===== config.mk =====
export PLATFORM = sky130hd
export DESIGN_NAME = line_fill_buf
export DESIGN_NICKNAME = d
export VERILOG_FILES = /design/src/rtl/lfb_pkg.sv /design/src/rtl/lfb_rst_sync.sv /design/src/rtl/lfb_ctrl.sv /design/src/rtl/lfb_store.sv /design/src/rtl/lfb_probe.sv /design/src/rtl/line_fill_buf.sv
export SDC_FILE = /design/constraint.sdc
export NUM_CORES = 1
export LEC_CHECK = 0
export BUFFER_PORTS_ARGS = -buffer_cell sky130_fd_sc_hd__buf_2
export CAP_MARGIN = 20
export CORE_MARGIN = 4
export CORE_UTILIZATION = 52
export DETAILED_ROUTE_END_ITERATION = 10
export GPL_ROUTABILITY_DRIVEN = 0
export PLACE_DENSITY_LB_ADDON = 0.3
export SLEW_MARGIN = 20
export SYNTH_ARGS = -nofsm -noshare
export SYNTH_HDL_FRONTEND = slang
export SYNTH_HIERARCHICAL = 1
export SYNTH_SLANG_ARGS = --single-unit

===== constraint.sdc =====
create_clock -name clk -period 4.5 [get_ports clk]
set_input_delay 0 -clock clk [delete_from_list [all_inputs] [get_ports clk]]
set_output_delay 0 -clock clk [all_outputs]
set_load 0.03 [all_outputs]

===== src/rtl/lfb_pkg.sv =====
package lfb_pkg;
  typedef enum logic {
    LFB_IDLE = 1'b0,
    LFB_FILL = 1'b1
  } lfb_phase_e;
endpackage


===== src/rtl/lfb_rst_sync.sv =====
module lfb_rst_sync (
  input  logic clk,
  input  logic rst_n,
  output logic rst_n_sync
);
  logic [1:0] sync_q;

  always_ff @(posedge clk or negedge rst_n) begin
    if (!rst_n) sync_q <= '0;
    else        sync_q <= {sync_q[0], 1'b1};
  end

  assign rst_n_sync = sync_q[1];
endmodule


===== src/rtl/lfb_ctrl.sv =====
module lfb_ctrl
  import lfb_pkg::*;
#(
  parameter int LINE_W = 28
) (
  input  logic              clk,
  input  logic              rst_n,
  input  logic              miss_start,
  input  logic [LINE_W-1:0] miss_line,
  input  logic              full,
  output logic              busy,
  output logic              accept,
  output logic              drain,
  output logic [LINE_W-1:0] line_q
);
  lfb_phase_e phase_q, phase_d;

  // next-state logic
  always_comb begin
    accept  = miss_start & (phase_q == LFB_IDLE);
    drain   = (phase_q == LFB_FILL) & full;
    phase_d = phase_q;
    case (phase_q)
      LFB_IDLE: if (accept) phase_d = LFB_FILL;
      LFB_FILL: if (drain)  phase_d = LFB_IDLE;
      default:              phase_d = LFB_IDLE;
    endcase
  end

  // state and line-address registers
  always_ff @(posedge clk or negedge rst_n) begin
    if (!rst_n) begin
      phase_q <= LFB_IDLE;
      line_q  <= '0;
    end else begin
      phase_q <= phase_d;
      if (accept) line_q <= miss_line;
    end
  end

  assign busy = (phase_q == LFB_FILL);
endmodule


===== src/rtl/lfb_store.sv =====
module lfb_store #(
  parameter int WORDS  = 4,
  parameter int WORD_W = 32,
  parameter int OFF_W  = 2
) (
  input  logic                    clk,
  input  logic                    rst_n,
  input  logic                    busy,
  input  logic                    clear,
  input  logic                    wr_vld,
  input  logic [OFF_W-1:0]        wr_idx,
  input  logic [WORD_W-1:0]       wr_data,
  output logic [WORDS-1:0]        valid,
  output logic [WORDS*WORD_W-1:0] line,
  output logic                    full
);
  for (genvar i = 0; i < WORDS; i++) begin : g_slot
    logic              we;
    logic              v_d;
    logic              v_q;
    logic [WORD_W-1:0] w_q;

    assign we = busy & wr_vld & (wr_idx == OFF_W'(i));

    always_comb begin
      if (clear)   v_d = 1'b0;
      else if (we) v_d = 1'b1;
      else         v_d = v_q;
    end

    always_ff @(posedge clk or negedge rst_n) begin
      if (!rst_n) v_q <= 1'b0;
      else        v_q <= v_d;
    end

    // datapath word: enable only, no reset needed
    always_ff @(posedge clk) begin
      if (we) w_q <= wr_data;
    end

    assign valid[i]                   = v_q;
    assign line[i*WORD_W +: WORD_W]   = w_q;
  end

  assign full = &valid;
endmodule


===== src/rtl/lfb_probe.sv =====
module lfb_probe #(
  parameter int WORDS   = 4,
  parameter int WORD_W  = 32,
  parameter int OFF_W   = 2,
  parameter int WADDR_W = 30,
  parameter int LINE_W  = 28
) (
  input  logic                    busy,
  input  logic [LINE_W-1:0]       line_q,
  input  logic [WORDS-1:0]        valid,
  input  logic [WORDS*WORD_W-1:0] line,
  input  logic [WADDR_W-1:0]      lk_waddr,
  output logic                    hit,
  output logic [WORD_W-1:0]       data
);
  logic [OFF_W-1:0]  idx;
  logic [LINE_W-1:0] tag;
  logic [WORD_W-1:0] sel;
  logic              present;

  assign idx = lk_waddr[OFF_W-1:0];
  assign tag = lk_waddr[WADDR_W-1:OFF_W];

  always_comb begin
    sel     = '0;
    present = 1'b0;
    for (int i = 0; i < WORDS; i++) begin
      if (idx == OFF_W'(i)) begin
        sel     = line[i*WORD_W +: WORD_W];
        present = valid[i];
      end
    end
  end

  assign hit  = busy & (tag == line_q) & present;
  assign data = hit ? sel : '0;
endmodule


===== src/rtl/line_fill_buf.sv =====
module line_fill_buf #(
  parameter int ADDR_W  = 32,
  parameter int WORD_W  = 32,
  parameter int WORDS   = 4,
  localparam int OFF_W   = $clog2(WORDS),
  localparam int BOFF_W  = $clog2(WORD_W / 8),
  localparam int WADDR_W = ADDR_W - BOFF_W,
  localparam int LINE_W  = WADDR_W - OFF_W
) (
  input  logic                    clk,
  input  logic                    rst_n,
  input  logic                    miss_start,
  input  logic [LINE_W-1:0]       miss_line,
  output logic                    busy,
  input  logic                    refill_vld,
  input  logic [OFF_W-1:0]        refill_idx,
  input  logic [WORD_W-1:0]       refill_data,
  input  logic [WADDR_W-1:0]      lk_waddr,
  output logic                    lk_hit,
  output logic [WORD_W-1:0]       lk_data,
  output logic                    wr_en,
  output logic [LINE_W-1:0]       wr_line_addr,
  output logic [WORDS*WORD_W-1:0] wr_line
);
  logic              rst_n_s;
  logic              accept;
  logic              full;
  logic [WORDS-1:0]  valid;
  logic [LINE_W-1:0] line_q;

  lfb_rst_sync u_rst (
    .clk        (clk),
    .rst_n      (rst_n),
    .rst_n_sync (rst_n_s)
  );

  lfb_ctrl #(.LINE_W(LINE_W)) u_ctrl (
    .clk        (clk),
    .rst_n      (rst_n_s),
    .miss_start (miss_start),
    .miss_line  (miss_line),
    .full       (full),
    .busy       (busy),
    .accept     (accept),
    .drain      (wr_en),
    .line_q     (line_q)
  );

  lfb_store #(.WORDS(WORDS), .WORD_W(WORD_W), .OFF_W(OFF_W)) u_store (
    .clk     (clk),
    .rst_n   (rst_n_s),
    .busy    (busy),
    .clear   (accept | wr_en),
    .wr_vld  (refill_vld),
    .wr_idx  (refill_idx),
    .wr_data (refill_data),
    .valid   (valid),
    .line    (wr_line),
    .full    (full)
  );

  lfb_probe #(
    .WORDS(WORDS), .WORD_W(WORD_W), .OFF_W(OFF_W),
    .WADDR_W(WADDR_W), .LINE_W(LINE_W)
  ) u_probe (
    .busy     (busy),
    .line_q   (line_q),
    .valid    (valid),
    .line     (wr_line),
    .lk_waddr (lk_waddr),
    .hit      (lk_hit),
    .data     (lk_data)
  );

  assign wr_line_addr = line_q;
endmodule


==> summary.txt <==
Outcome
  • Status: complete, no violations

Synth
  • Mapped Area: 7130 sq um
  • Synth warn: 6
  • FF+latch count, synth: 163
  • Area share of the largest cell type after synthesis: 53.9%
  • Most area-hungry cell type in the Yosys netlist: edfxtp_1
  • Largest cells by area after synthesis: edfxtp_1 54%, dfrtp_1 12%, mux4_2 10%
  • Yosys cell types: 32
  • Syn Inst Count: 382
  • Syn nets: 478
  • Adder-cell share of the synthesized area: 0%
  • Mux cell area share after synthesis: 16.3%
  • Avg Cell Area, Syn: 18.7 sq um
  • Post-Synth Simple-Gate Area: 9.80%
  • Sequential-to-total area share from yosys stat: 66.2%
  • Synth Area in XOR/XNOR: 3.07%
  • Largest family of logic cells by synthesized area: multiplexers
  • Synth Area in Compound Gates: 0.983%

STA
  • Worst Skew: 9.21 ps
  • Worst hold margin: 102 ps
  • Max Slew Vio Count: 0
  • Slew @ Worst Pin: 956 ps
  • RSZ-0062 raised after global routing: false
  • Max-slew headroom: 36.3%
  • Final-report hold violation count: 0
  • Final setup violating endpoints: 0
  • Setup TNS: 0 ps
  • Fmax achieved: 350 MHz
  • Final Cycle Share: 63.5%
  • Tmin final: 2860 ps

Finish
  • Post-Layout Cell Count: 924
  • Layout cells sized above 1: 57.4%
  • Multi-input gate area: 2190 sq um
  • Area growth from synthesis to layout: 40.6%
  • Sequential cell area: 4720 sq um
  • Fillcell total: 799
  • ANT cells: 0
  • Nets: 831

Worst setup path
  • R2R depth: 3
  • Reg2reg setup slack: 2420 ps
  • Critical Path Source Type: flip-flop
  • Crit-path max cell delay: 520 ps
  • Crit path DAT: 2860 ps
  • R2R Path Start: u_ctrl/busy
  • Worst-path cell with the longest stage delay: nand3_2
  • Crit Path Class: reg -> out
  • CP max FO: 21
  • Top delay family on crit path: simple AND/OR/NAND/NOR gates
  • Reg2reg end: u_store/g_slot[2].w_q[29]
  • CP Buf/Inv Count: 2
  • Crit end category: primary output
  • CP cell instances: xor2_1 > nor3_1 > nand3_2 > buf_12 > nor4_1 > buf_2
  • CP required: 4500 ps

Clocking
  • Cts bufs inserted: 17
  • Root Driver: clkbuf_16
  • CTS tree: yes
  • Clock Sinks: 163
  • H-Tree Level Count: 4
  • Worst-skew pair later-pin latency: 420 ps
  • Clock Path Buffers: 2
  • Clock transition at path regs: 60 ps
  • Post-CTS Setup Bufs: 0

Global route
  • Largest net degree at the start of global routing: 34
  • Initial antenna violation count: 1
  • Vias in the first global route: 5484
  • Global-route wire length before repair: 31.6 mm
  • Total track usage: 26.5%
  • GR Overflow Total: 0

Routing
  • Final ANT Viol Nets: 0
  • 1st-iter DRT viols: 355
  • Drt wl/cell: 22.6 um
  • Routed vias: 5178
  • Routed WL: 20.9 mm
  • DRC violations left: 0
  • First-pass DRT Iterations: 5
  • Routed vias/inst: 5.60

Floorplan
  • Die Width: 125 um
  • Starting Density: 53.4%
  • Ports: 287
  • Core ar.: 13300 sq um
  • Die area: 15600 sq um
  • Die H: 125 um
  • Row cnt: 42

Power
  • Pwr dens: 499 nW/um^2
  • Worst vdd ir: 260 uV
  • Leak: 4.05 nW
  • Overall Power: 0.00499 W

Place
  • I/O Buffers: 286
  • Placed insts: 823
  • DP Wirelength: 13.7 mm

Worst hold path
  • HP Start: miss_start
  • Hold Path Cell Cnt: 3
  • Hold Crit Class: in -> reg
  • Hold Path End: u_ctrl/busy

Run
  • Max-Cap Viols: 0
## sequential cells by signal, indices dropped and copies added, names as in the netlist
| register | flops |
|---|---|
| u_store/g_slot.v_q | 4 |
| u_ctrl/busy | 1 |
| u_store/g_slot.w_q | 128 |
| u_rst/sync_q | 2 |
| u_ctrl/line_q | 28 |
## metrics by stage
stage	setup slack [ps]	utilization (%)	cell area [sq um]
2_1_floorplan	2290	-	7130
3_3_place_gp	1800	64.9	8660
3_5_place_dp	1990	65.0	8680
4_1_cts	1670	74.8	9980
5_1_grt	1550	75.1	10000
6_report	1640	75.1	10000
## final cells by class
class	instances	area share, %
clock buffers	17	4.25
inverters	10	0.375
clock inverters	15	2.02
well taps	176	2.20
multi-input cells	179	21.9
flip-flops and latches	163	47.1
repair buffers	364	22.2
## worst reg2reg max path: cells and delay by family (launching register included)
| family | cells | cell delay [ps] |
|---|---|---|
| flip-flops | 1 | 560 |
| buffers and inverters | 2 | 990 |
| AND/OR/NAND/NOR | 1 | 190 |
## where the power goes
group | switching (W) | internal (W)
sequential | 0.000188 | 0.00186
clock | 0.000592 | 0.000934
combinational | 0.000865 | 0.000558
## per-layer routing
layer	GRT usage, %	share of wire, %
met1	31.7	36
met2	44.7	51
met3	9.85	11
met4	8.99	2.3
met5	0	0.096
## Yosys cell counts
cell type	count
or2_1	1
and2_2	1
nor3_1	2
and4_4	1
nand4b_1	2
nand3_1	33
o2111ai_2	1
buf_2	9
o21ba_2	1
conb_1	1
nand2_1	3
nand4bb_1	1
o2111a_1	1
nor2b_4	1
a21o_2	1
inv_1	10
mux4_2	33
xor2_1	23
dfrtp_1	35
nor4_1	6
buf_4	9
nor4_2	32
mux2_4	28
a21oi_1	3
edfxtp_1	128
clkbuf_1	5
buf_1	1
buf_8	3
nand2b_1	1
a222oi_1	1
buf_6	3
xnor2_1	2
## layout by cell type, fill, tap and decap left out, drive strengths merged
master,Yosys,layout
buf,25,297
edfxtp,128,128
dlygate4sd3,0,67
nor4,38,38
dfrtp,35,35
mux4,33,33
nand3,33,33
mux2,28,28
xor2,23,23
clkbuf,5,17
inv,10,14
bufinv,0,4
clkinv,0,4
clkinvlp,0,3
a21oi,3,3
nand2,3,3
nor3,2,2
xnor2,2,2
nand4b,2,2
or2,1,1
and2,1,1
nor2b,1,1
a21o,1,1
a222oi,1,1
nand2b,1,1
o2111a,1,1
o2111ai,1,1
conb,1,1
and4,1,1
nand4bb,1,1
o21ba,1,1
## repair_timing
action                                  in CTS  in global routing
endpoints found under the setup margin       0                  0
endpoints found under the hold margin      161                  0
gates resized for setup                      0                  0
hold buffers                                67                  0
## how the worst max path moves through the flow
stage,start,end,slack (ps),depth (start not counted)
floorplan,u_ctrl/line_q[20],lk_data[0],2290,4
global placement,lk_waddr[1],lk_data[19],1800,5
detailed placement,lk_waddr[1],lk_data[21],1990,6
CTS,u_ctrl/line_q[6],lk_data[21],1670,6
global route,u_ctrl/line_q[15],lk_data[28],1550,6
finish,u_ctrl/line_q[15],lk_data[0],1640,6
## logic make-up (layout without fill, tap and decap cells)
| kind of cell | after synthesis | count (layout) |
|---|---|---|
| other cells | 1 | 1 |
| simple gates | 84 | 84 |
| compound gates | 8 | 8 |
| flops | 163 | 163 |
| buf+inv | 40 | 406 |
| mux | 61 | 61 |
| xor+xnor | 25 | 25 |
No activity file was read; power rests on OpenSTA's default activity.
